`src/rtl/midi_hp_pkg.sv`:
```
// Shared constants and types for the MIDI host bus port.
package midi_hp_pkg;
    localparam logic [7:0] CMD_RESET    = 8'hFF;
    localparam logic [7:0] CMD_PASSTHRU = 8'h3F;
    localparam logic [7:0] ACK_BYTE     = 8'hFE;

    // One synchronized sample of the host bus.
    typedef struct packed {
        logic       cs_n;
        logic       rd_n;
        logic       wr_n;
        logic       addr;
        logic [7:0] data;
    } bus_sample_t;

    localparam int          BUS_W    = 12;
    localparam logic [11:0] BUS_IDLE = 12'hE00;

    typedef enum logic [2:0] {
        RX_IDLE,
        RX_START,
        RX_DATA,
        RX_STOP,
        RX_RECOVER
    } rx_state_t;
endpackage

```
`src/rtl/midi_hp_sync.sv`:
```
// Two-flop synchronizer, one chain per bit.
// Assumes each bit is a level that can be sampled on its own; no bus coherency is implied.
module midi_hp_sync #(
    parameter int               WIDTH   = 1,
    parameter logic [WIDTH-1:0] RST_VAL = '0
) (
    input  logic             clk,
    input  logic             rst_n,
    input  logic [WIDTH-1:0] d,
    output logic [WIDTH-1:0] q
);
    for (genvar i = 0; i < WIDTH; i++) begin : g_bit
        logic meta;
        // Two-stage capture of bit i.
        always_ff @(posedge clk) begin
            if (!rst_n) begin
                meta <= RST_VAL[i];
                q[i] <= RST_VAL[i];
            end else begin
                meta <= d[i];
                q[i] <= meta;
            end
        end
    end
endmodule

```
`src/rtl/midi_hp_bus_if.sv`:
```
// Host bus front end: synchronizes the strobes, select bit and data as one sample,
// and reports a write or data-read completion when a strobe rises.
// Assumes the host holds addr and data steady while its strobe is low.
module midi_hp_bus_if (
    input  logic       clk,
    input  logic       rst_n,
    input  logic       cs_n,
    input  logic       rd_n,
    input  logic       wr_n,
    input  logic       addr,
    input  logic [7:0] din,
    output logic       wr_fire,
    output logic       rd_fire,
    output logic       wr_addr,
    output logic [7:0] wr_data
);
    import midi_hp_pkg::*;

    logic [BUS_W-1:0] raw_v;
    logic [BUS_W-1:0] cur_v;
    bus_sample_t      cur;
    bus_sample_t      prv;

    assign raw_v = {cs_n, rd_n, wr_n, addr, din};

    midi_hp_sync #(.WIDTH(BUS_W), .RST_VAL(BUS_IDLE)) u_sync (
        .clk   (clk),
        .rst_n (rst_n),
        .d     (raw_v),
        .q     (cur_v)
    );

    assign cur = bus_sample_t'(cur_v);

    // Keep the previous synchronized sample for edge detection.
    always_ff @(posedge clk) begin
        if (!rst_n) prv <= bus_sample_t'(BUS_IDLE);
        else        prv <= cur;
    end

    assign wr_fire = !prv.wr_n && cur.wr_n && !prv.cs_n;
    assign rd_fire = !prv.rd_n && cur.rd_n && !prv.cs_n && !prv.addr;
    assign wr_addr = prv.addr;
    assign wr_data = prv.data;
endmodule

```
`src/rtl/midi_hp_uart_rx.sv`:
```
// Serial MIDI receiver: 8 data bits, no parity, 1 stop bit, LSB first, mid-bit sampling.
// Assumes CLKS_PER_BIT >= 4. A bad stop bit drops the frame and waits for an idle line.
module midi_hp_uart_rx #(
    parameter int CLKS_PER_BIT = 1600
) (
    input  logic       clk,
    input  logic       rst_n,
    input  logic       rx,
    output logic       valid,
    output logic [7:0] byte_o
);
    import midi_hp_pkg::*;

    localparam int CNT_W = $clog2(CLKS_PER_BIT + 1);
    localparam int HALF  = CLKS_PER_BIT / 2;

    logic             rx_s;
    rx_state_t        state;
    logic [CNT_W-1:0] cnt;
    logic [2:0]       bit_idx;
    logic [7:0]       shreg;

    midi_hp_sync #(.WIDTH(1), .RST_VAL(1'b1)) u_rx_sync (
        .clk   (clk),
        .rst_n (rst_n),
        .d     (rx),
        .q     (rx_s)
    );

    // Frame state machine with bit timing counter.
    always_ff @(posedge clk) begin
        if (!rst_n) begin
            state   <= RX_IDLE;
            cnt     <= '0;
            bit_idx <= '0;
            shreg   <= '0;
            valid   <= 1'b0;
            byte_o  <= '0;
        end else begin
            valid <= 1'b0;
            case (state)
                RX_IDLE: begin
                    cnt <= '0;
                    if (!rx_s) state <= RX_START;
                end
                RX_START: begin
                    if (cnt == CNT_W'(HALF - 1)) begin
                        cnt     <= '0;
                        bit_idx <= '0;
                        state   <= rx_s ? RX_IDLE : RX_DATA;
                    end else begin
                        cnt <= cnt + 1'b1;
                    end
                end
                RX_DATA: begin
                    if (cnt == CNT_W'(CLKS_PER_BIT - 1)) begin
                        cnt   <= '0;
                        shreg <= {rx_s, shreg[7:1]};
                        if (bit_idx == 3'd7) state <= RX_STOP;
                        bit_idx <= bit_idx + 1'b1;
                    end else begin
                        cnt <= cnt + 1'b1;
                    end
                end
                RX_STOP: begin
                    if (cnt == CNT_W'(CLKS_PER_BIT - 1)) begin
                        cnt <= '0;
                        if (rx_s) begin
                            valid  <= 1'b1;
                            byte_o <= shreg;
                            state  <= RX_IDLE;
                        end else begin
                            state <= RX_RECOVER;
                        end
                    end else begin
                        cnt <= cnt + 1'b1;
                    end
                end
                RX_RECOVER: begin
                    if (rx_s) state <= RX_IDLE;
                end
                default: state <= RX_IDLE;
            endcase
        end
    end
endmodule

```
`src/rtl/midi_host_port.sv`:
```
// MIDI host bus port top. Decodes host writes into data and command transfers,
// routes serial bytes to the synthesizer or to a one-byte holding register,
// and drives the host interrupt and status.
// Assumes clk is at least several times faster than the host strobe pulses.
module midi_host_port #(
    parameter int CLK_HZ    = 50_000_000,
    parameter int BAUD_HZ   = 31_250,
    parameter int WR_GAP_US = 3
) (
    input  logic       clk,
    input  logic       rst_n,
    input  logic       cs_n,
    input  logic       rd_n,
    input  logic       wr_n,
    input  logic       addr,
    input  logic [7:0] host_din,
    output logic [7:0] host_dout,
    output logic       irq,
    input  logic       midi_rx,
    output logic       synth_wr_valid,
    output logic [7:0] synth_wr_byte,
    output logic       synth_rx_valid,
    output logic [7:0] synth_rx_byte,
    output logic       passthru,
    output logic       rx_overrun
);
    import midi_hp_pkg::*;

    localparam int CLKS_PER_BIT = CLK_HZ / BAUD_HZ;
    localparam int GAP_CYC      = (CLK_HZ / 1_000_000) * WR_GAP_US;
    localparam int GAP_W        = $clog2(GAP_CYC + 1);

    logic             wr_fire;
    logic             rd_fire;
    logic             wr_addr;
    logic [7:0]       wr_data;
    logic             ser_valid;
    logic [7:0]       ser_byte;
    logic [GAP_W-1:0] gap_cnt;
    logic             busy;
    logic             ctl_fire;
    logic             data_fire;
    logic             is_reset_cmd;
    logic             is_pt_cmd;
    logic             rx_full;
    logic [7:0]       rx_byte;
    logic             full_n;
    logic [7:0]       byte_n;
    logic             drop;

    midi_hp_bus_if u_bus (
        .clk     (clk),
        .rst_n   (rst_n),
        .cs_n    (cs_n),
        .rd_n    (rd_n),
        .wr_n    (wr_n),
        .addr    (addr),
        .din     (host_din),
        .wr_fire (wr_fire),
        .rd_fire (rd_fire),
        .wr_addr (wr_addr),
        .wr_data (wr_data)
    );

    midi_hp_uart_rx #(.CLKS_PER_BIT(CLKS_PER_BIT)) u_rx (
        .clk    (clk),
        .rst_n  (rst_n),
        .rx     (midi_rx),
        .valid  (ser_valid),
        .byte_o (ser_byte)
    );

    assign ctl_fire     = wr_fire && wr_addr;
    assign data_fire    = wr_fire && !wr_addr;
    assign is_reset_cmd = ctl_fire && (wr_data == CMD_RESET);
    assign is_pt_cmd    = ctl_fire && (wr_data == CMD_PASSTHRU);
    assign busy         = (gap_cnt != '0);

    // Write spacing timer, armed by each accepted data write.
    always_ff @(posedge clk) begin
        if (!rst_n)                  gap_cnt <= '0;
        else if (data_fire && !busy) gap_cnt <= GAP_W'(GAP_CYC);
        else if (busy)               gap_cnt <= gap_cnt - 1'b1;
    end

    // Host data bytes forwarded to the synthesizer.
    always_ff @(posedge clk) begin
        if (!rst_n) begin
            synth_wr_valid <= 1'b0;
            synth_wr_byte  <= '0;
        end else begin
            synth_wr_valid <= data_fire && !busy;
            if (data_fire && !busy) synth_wr_byte <= wr_data;
        end
    end

    // Routing mode set by port commands.
    always_ff @(posedge clk) begin
        if (!rst_n)            passthru <= 1'b0;
        else if (is_reset_cmd) passthru <= 1'b0;
        else if (is_pt_cmd)    passthru <= 1'b1;
    end

    // Serial bytes forwarded to the synthesizer while not in pass-through.
    always_ff @(posedge clk) begin
        if (!rst_n) begin
            synth_rx_valid <= 1'b0;
            synth_rx_byte  <= '0;
        end else begin
            synth_rx_valid <= ser_valid && !passthru;
            if (ser_valid && !passthru) synth_rx_byte <= ser_byte;
        end
    end

    // Next holding-register contents: read or flush first, then acknowledge, then serial.
    always_comb begin
        full_n = is_reset_cmd ? 1'b0 : (rx_full && !rd_fire);
        byte_n = rx_byte;
        drop   = 1'b0;
        if (is_reset_cmd || is_pt_cmd) begin
            if (!full_n) begin
                full_n = 1'b1;
                byte_n = ACK_BYTE;
            end else begin
                drop = 1'b1;
            end
            if (ser_valid && passthru) drop = 1'b1;
        end else if (ser_valid && passthru) begin
            if (!full_n) begin
                full_n = 1'b1;
                byte_n = ser_byte;
            end else begin
                drop = 1'b1;
            end
        end
    end

    // Holding register, interrupt and sticky overrun flag.
    always_ff @(posedge clk) begin
        if (!rst_n) begin
            rx_full    <= 1'b0;
            rx_byte    <= '0;
            rx_overrun <= 1'b0;
        end else begin
            rx_full    <= full_n;
            rx_byte    <= byte_n;
            rx_overrun <= (is_reset_cmd ? 1'b0 : rx_overrun) | drop;
        end
    end

    assign irq       = rx_full;
    assign host_dout = addr ? {~rx_full, busy, 6'b111111} : rx_byte;
endmodule

```
`config.mk`:
```
export PLATFORM = sky130hd
export DESIGN_NAME = midi_host_port
export DESIGN_NICKNAME = d
export VERILOG_FILES = /design/src/rtl/midi_hp_pkg.sv /design/src/rtl/midi_hp_sync.sv /design/src/rtl/midi_hp_bus_if.sv /design/src/rtl/midi_hp_uart_rx.sv /design/src/rtl/midi_host_port.sv
export SDC_FILE = /design/constraint.sdc
export NUM_CORES = 1
export LEC_CHECK = 0
export ABC_AREA = 1
export BUFFER_PORTS_ARGS = -buffer_cell sky130_fd_sc_hd__buf_4
export CAP_MARGIN = 40
export CORE_ASPECT_RATIO = 0.5
export CORE_MARGIN = 2
export CORE_UTILIZATION = 44
export CTS_CLUSTER_SIZE = 10
export DETAILED_ROUTE_END_ITERATION = 8
export GPL_ROUTABILITY_DRIVEN = 0
export PLACE_DENSITY = 0.61
export SYNTH_ARGS = -nofsm -noshare
export SYNTH_HDL_FRONTEND = slang
export SYNTH_SLANG_ARGS = --single-unit
```
`constraint.sdc`:
```
create_clock -name clk -period 1.6 [get_ports clk]
set_clock_uncertainty 0.15 [all_clocks]
set_input_delay 0.48 -clock clk [delete_from_list [all_inputs] [get_ports clk]]
set_output_delay 0.48 -clock clk [all_outputs]
set_load 0.02 [all_outputs]
```
==> impl_metrics.tcl <==
set metrics [dict create \
    outcome "finished with violations" \
    violations "negative setup slack" \
    ff2ff_setup_slack_ps -120 \
    grt_pass1_vias 3501 \
    first_pass_iters 4 \
    critPathLaunchType "flip-flop" \
    hold_depth 3 \
    dieArea_mm2 0.0109 \
    hold_path.startpoint "host_din[6]" \
    coreArea_mm2 0.00960 \
    place_ws_ps -120 \
    num_rows 25 \
    setup_slack_ps -492 \
    post-route-period-util_pct 131 \
    drive_gt1_share_pct 37.2 \
    die_h_um 75.0 \
    ant_nets 0 \
    viasPerCell 4.62 \
    worst_path_most_repeated_cell "inv_2" \
    mappedNetlistArea_mm2 0.00443 \
    ctsRootBufferMaster "clkbuf_16" \
    cts_buffers 9 \
    cts_hold_buf 0 \
    layout_min_cycle_time_ps 2090 \
    overflow 0 \
    clk_path_buf_depth 2 \
    initial_core_util_pct 46.1 \
    cts_max_level 3 \
    slowest_delay_ps 330 \
    dpl-instance-area_mm2 0.00529 \
    fp.dieW_um 146 \
    synthCells 588 \
    avgSynthCellArea_um2 7.54 \
    synth-edff-count 0 \
    clkSinkCount 109 \
    vias 3883 \
    track_usage_pct 18.4 \
    ys_types 36 \
    wl_per_cell_um 12.2 \
    cp_top_family "flip-flops" \
    crit_slowest_cell "dfxtp_2" \
    ys_warn_count 0 \
    async_flop_share_pct 0 \
    whs_endpoint "u_bus.u_sync.g_bit[6].meta$_SDFF_PN0_" \
    dpl.hpwl_um 6320 \
    grt_pass1_wl_um 15800 \
    hold_class "in2reg" \
    cap_violations 0 \
    end_kind "output pin" \
    antenna_cells 0 \
    setup_viol 31 \
    io_pins 44 \
    io_buffers 43 \
    cp_cell_sequence "inv_2 -> ha_4 -> nand4_1 -> inv_2 -> nand2_4 -> nor2_4 -> o21ai_2 -> buf_6" \
    fin_nets 719 \
    maxSlewHeadroom_pct 71.7 \
    rr_endpoint "u_rx.byte_o[7]$_SDFFE_PN0P_" \
    synth_ff_type "dfxtp_1" \
    cts_tree "yes" \
    grt_setup_unrepaired "true" \
    clk_latency_ps 350 \
    routed_wl_um 10300 \
    hold_viol 0 \
    power.density_mw_per_mm2 1280 \
    synth_nets 607 \
    cp.arrival_ps 1460 \
    required_ps 970 \
    synth_seq_cells 109 \
    max_freq_ghz 0.478 \
    drt_first_iter_violations 135 \
    drv_slew 0 \
    worstSetupPathType "reg2out" \
    r2r_cells 8 \
    worst-path-buf-inv 3 \
    grt_max_degree 26 \
    syn_to_final_growth_pct 41.8 \
    route.detailed.drc 0 \
    vdd_ir_drop_max_uv 721 \
    p_leak_nw 3.07 \
    crit_fanout 2 \
    tightest_slew_ps 424 \
    fin_area_mm2 0.00628 \
    antenna_found_initial 0 \
    yosysSeqAreaShare_pct 49.2 \
    clkSlewWorstSetupHoldPaths_ps 80 \
    r2r_start "u_rx.cnt[1]$_SDFFE_PN0P_" \
]
-- worst max-delay path by stage --
stage	from	to	slack [ps]	depth (start not counted)
3_3_place_gp	addr	host_dout[7]	-110	5
6_report	gap_cnt[0]$_SDFFE_PP0N_	host_dout[6]	-490	8
3_5_place_dp	gap_cnt[1]$_SDFFE_PN0P_	host_dout[6]	-120	8
2_1_floorplan	gap_cnt[0]$_SDFFE_PP0N_	host_dout[6]	-80	7
5_1_grt	gap_cnt[0]$_SDFFE_PP0N_	host_dout[6]	-560	8
4_1_cts	gap_cnt[0]$_SDFFE_PP0N_	host_dout[6]	-490	8
-- logic make-up after synthesis --
kind of cell / Yosys count / synth area share [%]
AO/OA/AOI/OAI: 82 / 9.80
AND/OR/NAND/NOR: 270 / 28.3
flip-flops: 109 / 49.2
buffers and inverters: 120 / 10.9
adder cells (fa/ha/maj): 4 / 1.13
XOR/XNOR: 3 / 0.593
-- through the flow --
step	utilization [%]	std cells	power, mW	hold slack (ps)	setup TNS (ps)
final	65.4	840	8.05	152	-2660
after global routing	65.4	840	8.51	151	-5360
after CTS	60.7	831	7.71	143	-1310
after detailed placement	55.1	800	5.05	247	-2470
after global placement	55.1	800	5.04	241	-2000
after floorplan	-	588	4.42	240	-78.1
-- worst register-to-register path: stages (launching register included) --
cell and delay [ps]:
dfxtp_2 360, ha_4 150, nand3_4 90, nor2_4 230
nand2_8 150, buf_12 170, nor2_4 110, buf_12 140
a21oi_2 60
-- metal layers --
layer | wire, µm | vias to the layer above | track usage (%)
met1 | 4670 | 1769 | 22.7
met4 | 122 | 0 | 5.77
met2 | 5070 | 57 | 32.2
met5 | 0 | - | 0
li1 | - | 2047 | -
met3 | 393 | 10 | 4.97
-- flip-flops by register name, indices dropped and copies added (netlist names), 3 cells and up --
register and flops:
u_bus.u_sync.g_bit.meta 12, u_bus.u_sync.q 12, u_rx.cnt 11, gap_cnt 8
rx_byte 8, synth_rx_byte 8, synth_wr_byte 8, u_bus.wr_data 8
u_rx.byte_o 8, u_rx.shreg 8, u_bus.prv 3, u_rx.bit_idx 3
u_rx.state 3
-- report_power, final --
part,total [mW],switching [mW],leakage [nW],internal [mW]
combinational,2.76,1.52,2.02,1.24
clock,2.21,1.07,0.149,1.14
sequential,3.07,0.152,0.894,2.92
-- cell usage in the layout (no fill, tap or decap), drive strengths merged --
| cell type | n |
|---|---|
| o21ai | 38 |
| xor2 | 3 |
| a21o | 1 |
| ha | 4 |
| clkbuf | 12 |
| nand3 | 39 |
| nand4 | 3 |
| dfxtp | 109 |
| clkinv | 5 |
| o211ai | 2 |
| nor2 | 50 |
| nand3b | 1 |
| or2 | 13 |
| nand2 | 159 |
| nor3 | 7 |
| buf | 115 |
| o22ai | 1 |
| nor4 | 1 |
| a21oi | 40 |
| inv | 102 |
-- synth_stat cells, types with 3 or more instances --
master | n | area [µm²]
a21oi_1 | 38 | 190
buf_2 | 5 | 25.0
clkbuf_1 | 9 | 33.8
dfxtp_1 | 109 | 2180
ha_1 | 4 | 50.1
inv_1 | 95 | 357
inv_2 | 4 | 15.0
nand2_1 | 146 | 548
nand2_2 | 8 | 50.1
nand2_4 | 3 | 33.8
nand3_1 | 35 | 175
nand3_2 | 4 | 40.0
nand4_1 | 3 | 18.8
nor2_1 | 44 | 165
nor2_4 | 3 | 33.8
nor3_1 | 4 | 20.0
o21ai_0 | 28 | 140
o21ai_1 | 8 | 40.0
or2_2 | 13 | 81.3
xor2_1 | 3 | 26.3
-- cell type report --
class                      count  area [µm²]
inverter                     101         404
clock inverter                 6        65.1
fill                         853        3320
sequential                   109        2200
timing repair buffer         117        1010
clock buffer                  10         239
multi-input combinational    362        2190
tap                          135         169
-- timing repair --
item | in CTS | in global routing
resized for setup | 30 | 99
gates cloned | 2 | 3
pin swaps | 18 | 33
setup buffers | 13 | 15
endpoints found under the setup margin | 40 | 57
Note: power is estimated with default switching activity, not from simulation.
